**src/rtl/bank_reg_decoder.sv**
```systemverilog
module bank_reg_decoder #(
  parameter int ADDR_W    = 8,
  parameter int DATA_W    = 8,
  parameter int FLAG_ADDR = 'hF7,
  parameter int BANK_BIT  = 4,
  parameter int FLAG_RST  = 'h02
) (
  input  logic                 clk,
  input  logic                 rst_n,
  input  logic [ADDR_W-1:0]    bus_addr,
  input  logic [DATA_W-1:0]    bus_wdata,
  input  logic                 bus_we,
  input  logic                 bus_re,
  output logic [DATA_W-1:0]    bus_rdata,
  input  logic                 or_en,
  input  logic [DATA_W-1:0]    or_imm,
  input  logic                 flag_ld,
  input  logic [DATA_W-1:0]    flag_ld_data,
  output logic [(1<<ADDR_W)-1:0] bank0_sel,
  output logic [(1<<ADDR_W)-1:0] bank1_sel,
  output logic [DATA_W-1:0]    flags
);
  localparam int DEPTH = 1 << ADDR_W;
  localparam logic [DEPTH-1:0] ONE = {{(DEPTH-1){1'b0}}, 1'b1};

  logic [DATA_W-1:0] mem0 [DEPTH];
  logic [DATA_W-1:0] mem1 [DEPTH];

  logic flag_hit, bank, access;
  assign flag_hit = (bus_addr == ADDR_W'(FLAG_ADDR));
  assign bank     = flags[BANK_BIT];
  assign access   = (bus_we || bus_re) && !flag_hit;

  assign bank0_sel = (access && !bank) ? (ONE << bus_addr) : '0;
  assign bank1_sel = (access &&  bank) ? (ONE << bus_addr) : '0;

  always_ff @(posedge clk) begin
    if (!rst_n)                  flags <= DATA_W'(FLAG_RST);
    else if (flag_ld)            flags <= flag_ld_data;
    else if (bus_we && flag_hit) flags <= bus_wdata;
    else if (or_en)              flags <= flags | or_imm;
  end

  always_ff @(posedge clk) begin
    if (bus_we && !flag_hit) begin
      if (bank) mem1[bus_addr] <= bus_wdata;
      else      mem0[bus_addr] <= bus_wdata;
    end
  end

  always_ff @(posedge clk) begin
    if (!rst_n)        bus_rdata <= '0;
    else if (bus_re)   bus_rdata <= flag_hit ? flags : (bank ? mem1[bus_addr] : mem0[bus_addr]);
  end
endmodule

```
**config.mk**
```make
export PLATFORM = sky130hd
export DESIGN_NAME = bank_reg_decoder
export DESIGN_NICKNAME = d
export VERILOG_FILES = /design/src/rtl/bank_reg_decoder.sv
export SDC_FILE = /design/constraint.sdc
export NUM_CORES = 2
export LEC_CHECK = 0
export BUFFER_PORTS_ARGS = -buffer_cell sky130_fd_sc_hd__buf_2
export CELL_PAD_IN_SITES_DETAIL_PLACEMENT = 2
export CELL_PAD_IN_SITES_GLOBAL_PLACEMENT = 2
export CORE_UTILIZATION = 40
export CTS_CLUSTER_SIZE = 24
export DETAILED_ROUTE_END_ITERATION = 8
export MAX_ROUTING_LAYER = met4
export PLACE_DENSITY_LB_ADDON = 0.12
export SLEW_MARGIN = 20
export SYNTH_ARGS = -nofsm -noshare
export SYNTH_HDL_FRONTEND = slang
export SYNTH_SLANG_ARGS = --single-unit
```
**constraint.sdc**
```tcl
create_clock -name clk -period 5.75 [get_ports clk]
set_clock_uncertainty 0.2 [all_clocks]
set_input_delay 0.2875 -clock clk [delete_from_list [all_inputs] [get_ports clk]]
set_output_delay 0.2875 -clock clk [all_outputs]
set_load 0.05 [all_outputs]
```
==> results.md <==
- Crit path largest cell delay: 0.86 ns
- Routed Antenna Nets: 0
- M3 GR Usage: 6.37%
- Row count: 233
- Post-cts sizing count: 0
- EDFF count, synth: 4096
- Top post-synthesis cells by area: edfxtp_1, mux4_2, nor2_1
- Final WS setup: 0.372 ns
- GR Overflow Total: 0
- Root Buffer: clkbuf_16
- Worst vdd ir: 302 uV
- Die X: 639 um
- Post-route DRC: 0
- Vias in the first global route: 93.9k
- CP Class: in -> out
- Final WL: 653 mm
- DPL Wire Length: 436 mm
- GP Congestion: 0.953
- GRT Util Overall: 32.5%
- Slew @ Worst Pin: 1.41 ns
- CP max-delay cell: nor2_1
- FFs w/ async S/R, synth: 0%
- Final min period: 5.38 ns
- Post-synth top area cell: edfxtp_1
- Hold/Removal Path Class: in -> reg
- Clk buf depth: 4
- P per Cell Area: 350 mW/mm^2
- Net count, final: 9123
- Peak Freq: 186 MHz
- Crit-path max FO: 85
- Largest net degree at the start of global routing: 197
- MaxCap Viol Count: 0
- CTS sink count: 4112
- CP required: 5.26 ns
- Layout cells sized above 1: 28.0%
- Cell count after synthesis: 8181
- Synth Warn #: 0
- Via count: 92.2k
- CTS tree: built
- Run status: completed
- Area grow syn2layout: 16.0%
- Hold Vio Cnt, Final: 0
- Yosys top cell area share: 75.8%
- Clock Latency Late Sink: 1.05 ns
- CTS buffer count: 441
- RSZ-0062 raised after global routing: no
- Core footprint: 0.403 sq mm
- Wire length per cell: 43.7 um
- First-pass GRT wire length: 867 mm
- Most frequent cells in the layout: edfxtp_1, nor2_1, mux4_2, buf_2, nand2_1
- CP arrival: 4.89 ns
- Syn_area_per_cell: 19.8 sq um
- Final Max Slew Viols: 0
- Starting density of the core: 40.2%
- M1 GR Usage: 42.4%
- Number of distinct library cells after synthesis: 66
- CTS H-tree depth: 5
- Worst Setup Start Kind: primary input
- Iter 0 DRT Violations: 12.2k
- Final TNS setup: 0 ns
- Leakage: 60.3 nW
- Primary FF master, synth: edfxtp_1
- GRT busiest layer: met2
- Register clock-pin slew on the reported worst setup and hold paths: 0.06 ns
- Seq cells post-synth: 4112
- Slew HR: 5.93%
- Register area share after synthesis: 76.0%
- I/O Buffers: 563
- Commonest non-fill, non-tap cell in the layout: edfxtp_1
- Post-CTS Setup Inserts: 0
- Final period util: 93.5%
- DIE AREA: 0.408 sq mm
- IO Count: 566
- # setup viols final: 0
- Crit path capture type: output pin
- Pre-CTS WS: 0.814 ns
- CP cell instances: dlygate4sd3_1 -> buf_2 -> buf_4 -> and4_1 -> and2_1 -> nor2_1 -> buf_4 -> o21ai_4 -> buf_16 -> buf_12 -> nor2_1 -> buf_2
- Met2 Usage GRT: 49.7%
- Via density: 6.17
- Initial antenna violation count: 65
- Detailed Routing Iterations Pass 1: 7
- Cell area after synthesis: 0.162 sq mm
- Die Y: 639 um
[cell families after synthesis]
| family | share of synthesized area (%) |
|---|---|
| AOI/OAI and AO/OA | 2.49 |
| buffers and inverters | 1.81 |
| DFF | 76.0 |
| muxes | 15.6 |
| other | 0.00231 |
| and+or+nand+nor | 4.18 |
[path summary, 6_finish.rpt]
| kind | from | slack, ns | cells past startpoint | end |
|---|---|---|---|---|
| max reg2reg | mem0[127][5] | 1.45 | 8 | bus_rdata[5] |
| min | bus_wdata[6] | 0.10 | 2 | mem0[108][6] |
| max | bus_addr[5] | 0.37 | 12 | bank1_sel[49] |
| min reg2reg | bus_rdata[1] | 0.56 | 2 | bus_rdata[1] |
[metal layers]
metal  up-vias  share of wire, %
met2      5050                47
met5         -                 0
li1      35200                 -
met4         0               5.3
met3      1040               8.5
met1     50900                39
[sequential cells by signal, indices dropped and copies added, names as in the netlist]
register	count
mem1	2048
mem0	2048
flags	8
bus_rdata	8
[report_power, final]
| group | internal [mW] | switching (mW) | total (mW) |
|---|---|---|---|
| clock | 16.4 | 12.5 | 28.8 |
| combinational | 1.16 | 2.94 | 4.10 |
| sequential | 33.0 | 0.0463 | 33.1 |
[metrics by stage]
stage               util (%)  power (mW)  area, sq um  hold WS (ns)  instances
finish                  46.7        66.0       188000         0.104      14900
global route            46.7        67.2       188000        0.0800      14900
CTS                     46.6        66.2       188000        0.0166      14900
detailed placement      43.0        37.7       173000         0.341      14000
global placement        42.9        37.6       173000         0.334      14000
floorplan                  -        35.4       162000         0.186       8198
[final cells by class]
type	count	area, sq um
tap	5405	6760
inverter	10	48.8
clock buffer	543	11500
fill	36800	215000
antenna	62	155
clock inverter	276	2800
sequential	4112	123000
timing repair buffer	981	7280
multi-input combinational	3539	36500
[repair_timing]
item / in CTS / in global routing
hold buffers: 49 / 0
endpoints found under the setup margin: 0 / 0
endpoints found under the hold margin: 1479 / 0
[synthesized netlist by cell type (12+ instances only)]
cell	number
a211oi_1	17
a21oi_1	104
a221oi_1	35
a22o_1	28
a22oi_1	180
a31oi_1	22
a32oi_1	31
buf_1	30
buf_2	135
buf_4	87
buf_6	49
clkbuf_1	234
dfxtp_1	16
edfxtp_1	4096
mux2i_1	216
mux4_2	1025
nand2_1	466
nand3_1	52
nand4_1	16
nor2_1	1081
nor2b_1	13
nor3_1	36
nor4_1	12
o211ai_1	17
o21ai_0	25
o22ai_1	33
[worst max-delay path: cells and delay by family]
kind | cells | cell delay [ns]
buffers and inverters | 7 | 2.36
AND/OR/NAND/NOR | 4 | 1.89
AO/OA/AOI/OAI | 1 | 0.20
(Power assumes the default switching activity.)
